===== src/rtl/ecc_line_pkg.sv =====
`timescale 1ns/1ps
package ecc_line_pkg;
  localparam int DATA_W  = 256;
  localparam int CHK_W   = 10;
  localparam int N_CODE  = DATA_W + CHK_W;
  localparam int N_W3    = CHK_W * (CHK_W - 1) * (CHK_W - 2) / 6;
  localparam int N_W5    = DATA_W - N_W3;
  localparam int N_ORB   = (N_W5 - 6) / CHK_W;
  localparam int SYM_V   = 1 << CHK_W;

  typedef logic [CHK_W-1:0] col_t;

  typedef enum logic [1:0] {
    ST_CLEAN  = 2'd0,
    ST_FIXED  = 2'd1,
    ST_UNCORR = 2'd2
  } dec_status_e;

  function automatic int pop(input col_t v);
    int n;
    n = 0;
    for (int b = 0; b < CHK_W; b++) n += int'(v[b]);
    return n;
  endfunction

  function automatic col_t rotl(input col_t v, input int n);
    col_t r;
    r = v;
    for (int k = 0; k < n; k++) r = {r[CHK_W-2:0], r[CHK_W-1]};
    return r;
  endfunction

  function automatic col_t even_mask();
    col_t m;
    m = '0;
    for (int b = 0; b < CHK_W; b += 2) m[b] = 1'b1;
    return m;
  endfunction

  // smallest member of its rotation class
  function automatic bit is_rep(input col_t v);
    for (int n = 1; n < CHK_W; n++)
      if (rotl(v, n) < v) return 1'b0;
    return 1'b1;
  endfunction

  function automatic col_t nth_w3(input int idx);
    int cnt;
    cnt = 0;
    for (int v = 0; v < SYM_V; v++) begin
      if (pop(col_t'(v)) == 3) begin
        if (cnt == idx) return col_t'(v);
        cnt++;
      end
    end
    return '0;
  endfunction

  // weight-5 rotation classes of full length, skipping the alternating pair
  function automatic col_t nth_rep5(input int idx);
    int cnt;
    cnt = 0;
    for (int v = 0; v < SYM_V; v++) begin
      if (pop(col_t'(v)) == 5 && is_rep(col_t'(v)) && col_t'(v) != even_mask()) begin
        if (cnt == idx) return col_t'(v);
        cnt++;
      end
    end
    return '0;
  endfunction

  // first unused class with 3 even-position ones after optional rotation
  function automatic col_t side_rep();
    col_t r;
    int   e;
    for (int k = N_ORB; k < N_ORB + 20; k++) begin
      r = nth_rep5(k);
      e = pop(r & even_mask());
      if (e == 3) return r;
      if (e == 2) return rotl(r, 1);
    end
    return '0;
  endfunction

  // parity-matrix column of code position idx (data first, then check bits)
  function automatic col_t col_of(input int idx);
    int k;
    if (idx >= DATA_W) return col_t'(1) << (idx - DATA_W);
    if (idx < N_W3) return nth_w3(idx);
    k = idx - N_W3;
    if (k < N_ORB * CHK_W) return rotl(nth_rep5(k / CHK_W), k % CHK_W);
    k = k - N_ORB * CHK_W;
    if (k < 5) return rotl(side_rep(), 2 * k);
    return ~even_mask();
  endfunction
endpackage


===== src/rtl/ecc_line_enc.sv =====
`timescale 1ns/1ps
module ecc_line_enc
  import ecc_line_pkg::*;
#(
  parameter int DATA_W = ecc_line_pkg::DATA_W,
  parameter int CHK_W  = ecc_line_pkg::CHK_W
) (
  input  logic [DATA_W-1:0] data,
  output logic [CHK_W-1:0]  check
);
  logic [CHK_W-1:0] contrib [DATA_W];

  for (genvar i = 0; i < DATA_W; i++) begin : g_col
    localparam logic [CHK_W-1:0] COL = CHK_W'(col_of(i));
    assign contrib[i] = data[i] ? COL : '0;
  end

  always_comb begin
    check = '0;
    for (int i = 0; i < DATA_W; i++) check ^= contrib[i];
  end
endmodule


===== src/rtl/ecc_line_classify.sv =====
`timescale 1ns/1ps
module ecc_line_classify
  import ecc_line_pkg::*;
#(
  parameter int DATA_W = ecc_line_pkg::DATA_W,
  parameter int CHK_W  = ecc_line_pkg::CHK_W
) (
  input  logic [CHK_W-1:0]  syn,
  output logic [DATA_W-1:0] data_flip,
  output dec_status_e       status
);
  logic chk_hit;
  logic any_hit;

  for (genvar i = 0; i < DATA_W; i++) begin : g_match
    localparam logic [CHK_W-1:0] COL = CHK_W'(col_of(i));
    assign data_flip[i] = (syn == COL);
  end

  assign chk_hit = (syn != '0) && ((syn & (syn - 1'b1)) == '0);
  assign any_hit = (|data_flip) | chk_hit;

  always_comb begin
    if (syn == '0)   status = ST_CLEAN;
    else if (any_hit) status = ST_FIXED;
    else              status = ST_UNCORR;
  end
endmodule


===== src/rtl/ecc_line_codec.sv =====
`timescale 1ns/1ps
module ecc_line_codec
  import ecc_line_pkg::*;
#(
  parameter int DATA_W = ecc_line_pkg::DATA_W,
  parameter int CHK_W  = ecc_line_pkg::CHK_W
) (
  input  logic              clk,
  input  logic              rst,
  input  logic              enc_valid,
  input  logic [DATA_W-1:0] enc_data,
  output logic              enc_out_valid,
  output logic [CHK_W-1:0]  enc_check_out,
  input  logic              dec_valid,
  input  logic [DATA_W-1:0] dec_data,
  input  logic [CHK_W-1:0]  dec_check,
  output logic              dec_out_valid,
  output logic [DATA_W-1:0] dec_data_out,
  output logic              dec_clean,
  output logic              dec_fixed,
  output logic              dec_uncorr,
  output logic [CHK_W-1:0]  dec_syndrome
);
  logic [CHK_W-1:0]  enc_check_c;
  logic [CHK_W-1:0]  recomp_c;
  logic [CHK_W-1:0]  syn_c;
  logic [DATA_W-1:0] flip_c;
  dec_status_e       status_c;

  ecc_line_enc #(.DATA_W(DATA_W), .CHK_W(CHK_W)) u_enc (
    .data  (enc_data),
    .check (enc_check_c)
  );

  ecc_line_enc #(.DATA_W(DATA_W), .CHK_W(CHK_W)) u_recomp (
    .data  (dec_data),
    .check (recomp_c)
  );

  assign syn_c = recomp_c ^ dec_check;

  ecc_line_classify #(.DATA_W(DATA_W), .CHK_W(CHK_W)) u_class (
    .syn       (syn_c),
    .data_flip (flip_c),
    .status    (status_c)
  );

  // control registers: reset
  always_ff @(posedge clk) begin
    if (rst) begin
      enc_out_valid <= 1'b0;
      dec_out_valid <= 1'b0;
      dec_clean     <= 1'b0;
      dec_fixed     <= 1'b0;
      dec_uncorr    <= 1'b0;
    end else begin
      enc_out_valid <= enc_valid;
      dec_out_valid <= dec_valid;
      dec_clean     <= dec_valid && (status_c == ST_CLEAN);
      dec_fixed     <= dec_valid && (status_c == ST_FIXED);
      dec_uncorr    <= dec_valid && (status_c == ST_UNCORR);
    end
  end

  // wide payload registers: no reset
  always_ff @(posedge clk) begin
    if (enc_valid) enc_check_out <= enc_check_c;
    if (dec_valid) begin
      dec_data_out <= (status_c == ST_FIXED) ? (dec_data ^ flip_c) : dec_data;
      dec_syndrome <= syn_c;
    end
  end

  AST_ENC_LATENCY: assert property (@(posedge clk) disable iff (rst)
    enc_valid |=> enc_out_valid);
  AST_ENC_IDLE: assert property (@(posedge clk) disable iff (rst)
    !enc_valid |=> !enc_out_valid);
  AST_DEC_LATENCY: assert property (@(posedge clk) disable iff (rst)
    dec_valid |=> dec_out_valid);
  AST_DEC_IDLE: assert property (@(posedge clk) disable iff (rst)
    !dec_valid |=> !dec_out_valid);
  AST_CLEAN_PASS: assert property (@(posedge clk) disable iff (rst)
    dec_out_valid && dec_clean |-> dec_data_out == $past(dec_data) && dec_syndrome == '0);
  AST_FIX_ONE_BIT: assert property (@(posedge clk) disable iff (rst)
    dec_out_valid && dec_fixed |-> $countones(dec_data_out ^ $past(dec_data)) <= 1);
  AST_EVEN_SYN_UNCORR: assert property (@(posedge clk) disable iff (rst)
    dec_out_valid && dec_syndrome != '0 && !(^dec_syndrome) |-> dec_uncorr);
  AST_UNCORR_PASS: assert property (@(posedge clk) disable iff (rst)
    dec_out_valid && dec_uncorr |-> dec_data_out == $past(dec_data));
  AST_ONE_STATUS: assert property (@(posedge clk) disable iff (rst)
    dec_out_valid |-> $countones({dec_clean, dec_fixed, dec_uncorr}) == 1);
endmodule


===== config.mk =====
export PLATFORM = sky130hd
export DESIGN_NAME = ecc_line_codec
export DESIGN_NICKNAME = d
export VERILOG_FILES = /design/src/rtl/ecc_line_pkg.sv /design/src/rtl/ecc_line_enc.sv /design/src/rtl/ecc_line_classify.sv /design/src/rtl/ecc_line_codec.sv
export SDC_FILE = /design/constraint.sdc
export NUM_CORES = 1
export LEC_CHECK = 0
export BUFFER_PORTS_ARGS = -buffer_cell sky130_fd_sc_hd__buf_4
export CELL_PAD_IN_SITES_DETAIL_PLACEMENT = 0
export CELL_PAD_IN_SITES_GLOBAL_PLACEMENT = 1
export CORE_AREA = 2 2 314 316
export CTS_BUF_LIST = sky130_fd_sc_hd__clkbuf_4
export DETAILED_ROUTE_END_ITERATION = 8
export DIE_AREA = 0 0 316 318
export GPL_TIMING_DRIVEN = 0
export MAX_ROUTING_LAYER = met4
export PLACE_DENSITY_LB_ADDON = 0.2
export REMOVE_ABC_BUFFERS = 1
export SLEW_MARGIN = 20
export SYNTH_ARGS = -nofsm -noshare
export SYNTH_HDL_FRONTEND = slang
export SYNTH_SLANG_ARGS = --single-unit
export TNS_END_PERCENT = 5

===== constraint.sdc =====
create_clock -name clk -period 8.1 [get_ports clk]
set_input_delay 0.405 -clock clk [delete_from_list [all_inputs] [get_ports clk]]
set_output_delay 0.405 -clock clk [all_outputs]
set_load 0.01 [all_outputs]

==> flow_summary.json <==
{
  "antenna_found_initial": 12,
  "wl_per_cell_um": 33.54,
  "place_inst": 4375,
  "clk_pin_slew_ns": 0.06,
  "synth_area_leader_cell": "xnor2_1",
  "worst_pin_slew_ns": 1.203,
  "synthCells": 2311,
  "io_pins": 807,
  "rows": 115,
  "fmax_mhz": 124.0,
  "synth_edf_count": 276,
  "gp_congestion": 0.9804,
  "core_area_um2": 97410,
  "hold_viol": 0,
  "setup_viol": 0,
  "status": "finished clean",
  "min_from": "enc_data[154]",
  "cts_sinks": 281,
  "cpPeakStageDelay_ns": 0.91,
  "clock-root-buffer": "clkbuf_4",
  "vias_per_cell": 4.915,
  "syn_area_per_cell_um2": 10.76,
  "drc": 0,
  "route.met2.wl_um": 73810,
  "numCtsBuffers": 87,
  "first_pass_iters": 8,
  "yosysTopAreaCellShare": 0.3793,
  "ys_warn_count": 0,
  "placed_cell_area_um2": 33060,
  "dr.max_layer_used": "met4",
  "final-max-slew-violation-count": 0,
  "grt_pass1_vias": 23970,
  "clock_path_buffers": 3,
  "synthTopCellsByCount": "xnor2_1, edfxtp_1, nand2_1",
  "finalInstanceArea_um2": 36840,
  "worstPathCellList": "dlygate4sd3_1 > buf_4 > xnor2_1 > xnor2_1 > xnor2_1 > xnor3_1 > xnor2_1 > xnor3_1 > inv_1 > nand2_1 > nor2_2 > o21ai_0 > o21ai_0 > a2111oi_0 > nand4_1 > buf_6 > buf_6 > o211ai_1 > xnor2_1",
  "hp-class": "in2reg",
  "ys_types": 61,
  "synth_ff_type": "edfxtp_1",
  "cts_tree": "done",
  "antenna_left": 0,
  "grt_use_total": 0.3192,
  "dieArea_um2": 100500,
  "finalSetupTns_ns": 0,
  "drive_gt1_frac": 0.3074,
  "hold_depth": 4,
  "grt_overflow": 0,
  "max-cap-violations": 0,
  "whs_endpoint": "enc_check_out[4]",
  "instances_no_fill": 4797,
  "crit_fanout": 20,
  "dp_hpwl_um": 133600,
  "die_width_um": 316,
  "timing.slew.headroom": 0.1924,
  "dr_wl_met3_um": 12630,
  "wl_um": 160900,
  "first_iter_violations": 2686,
  "min_period_over_period": 0.9957,
  "synthTopCellsByArea": "xnor2_1, edfxtp_1, xnor3_1",
  "ys_seq_area_frac": 0.3373,
  "dr_total_vias": 23580,
  "crit_slowest_cell": "nand2_1",
  "crit_required_ns": 8.75,
  "path_common_cell": "xnor2_1",
  "htreeDepth": 3,
  "async_reset_ff_frac": 0,
  "grt_max_degree": 95,
  "initial_core_util": 0.2553,
  "synth.most_common_cell": "xnor2_1",
  "end_kind": "flip-flop",
  "startpoint_type": "primary input",
  "wl_met1_um": 69550,
  "areaGrowthSynthToFinish_pct": 48.14,
  "rsz0062_at_grt": "false",
  "criticalPathCategory": "in2reg",
  "port-buffer-count": 806,
  "timing.hold.ws_ns": 0.1710,
  "nNetsFinal": 3963,
  "worstPathArrival_ns": 8.71,
  "ys_ff_latch": 281,
  "grt_pass1_wl_um": 210200,
  "die_h_um": 318,
  "netlist_area_um2": 24870,
  "period_needed_ns": 8.065
}
sequential cells by signal (all words and copies together) (netlist names):
signal         flops
dec_uncorr         1
dec_clean          1
enc_out_valid      1
dec_syndrome      10
dec_data_out     256
enc_check_out     10
dec_fixed          1
dec_out_valid      1
worst max path at each step:
stage / start / endpoint / slack (ns)
floorplan: dec_data[219] / dec_data_out[104] / 2.24
global placement: dec_data[107] / dec_data_out[24] / -4.08
detailed placement: dec_data[107] / dec_data_out[83] / -0.69
CTS: dec_data[224] / dec_data_out[83] / 0.11
global route: dec_data[252] / dec_data_out[75] / 0.05
finish: dec_data[252] / dec_data_out[83] / 0.03
cell families after synthesis:
family,after synthesis,synth area share
DFF,281,0.3373
xor gates and xnor gates,1315,0.5174
adders and majority gates,1,0.0004025
AOI/OAI and AO/OA,149,0.04523
buffers and inverters,91,0.01565
muxes,1,0.0004528
and+or+nand+nor,473,0.08357
through the flow:
step / setup WS (ns) / utilization
final: 0.03495 / 0.3782
after global routing: 0.05043 / 0.3782
after CTS: 0.1132 / 0.3778
after detailed placement: -0.6854 / 0.3394
after global placement: -4.084 / 0.3305
after floorplan: 2.241 / -
area by class of cell:
type                            instances  area, um^2
Clock inverter                         27       195.2
Multi-Input combinational cell       1939       16420
Antenna cell                           10       25.02
Inverter                               14       55.05
Fill cell                            9853       60570
Tap cell                             1287        1610
Clock buffer                          125       938.4
Timing Repair Buffer                 1114        9213
Sequential cell                       281        8388
critical path, delay by kind of cell:
family | cells | cell delay (ns)
XOR/XNOR | 7 | 2.98
buffers and inverters | 5 | 1.94
AO/OA/AOI/OAI | 4 | 1.42
AND/OR/NAND/NOR | 3 | 1.90
what timing repair did:
action	4_1_cts	5_1_grt
resized for setup	0	1
endpoints found under the hold margin	295	0
setup buffers	0	0
hold buffers	260	0
endpoints found under the setup margin	0	18
routing by layer:
layer / global-route usage / up-vias
met4: 0.09047 / 0
met3: 0.05882 / 251
met2: 0.4973 / 1436
met1: 0.4212 / 11770
met5: - / -
li1: - / 10120
placed cells by master (no fill, tap or decap), types with 7 or more instances in the layout:
| cell type | netlist | final |
|---|---|---|
| o211ai_1 | 11 | 11 |
| buf_4 | 2 | 818 |
| nor2_2 | 0 | 20 |
| a21oi_1 | 15 | 15 |
| nand2_1 | 271 | 269 |
| nor4_1 | 31 | 24 |
| clkinv_1 | 0 | 20 |
| nor2_4 | 0 | 15 |
| diode_2 | 0 | 10 |
| nand3_1 | 10 | 10 |
| clkbuf_4 | 0 | 125 |
| xnor3_1 | 88 | 88 |
| dlygate4sd3_1 | 0 | 260 |
| o21ai_0 | 26 | 26 |
| nor2_1 | 73 | 38 |
| nor3_2 | 2 | 9 |
| xor2_1 | 139 | 138 |
| o22ai_1 | 9 | 9 |
| nand4_1 | 32 | 32 |
| o32ai_1 | 13 | 13 |
| a31oi_1 | 7 | 7 |
| edfxtp_1 | 276 | 276 |
| a2111oi_0 | 9 | 9 |
| inv_1 | 7 | 7 |
| nor4_2 | 4 | 7 |
| a22oi_1 | 14 | 14 |
| buf_2 | 30 | 11 |
| xnor2_1 | 1077 | 1077 |
| nor3_1 | 39 | 31 |
| o211ai_2 | 11 | 11 |
| buf_6 | 0 | 13 |
| buf_16 | 0 | 7 |
Power is not shown: default switching activity piles up to over one toggle a cycle in this logic, so the estimate is an artifact.
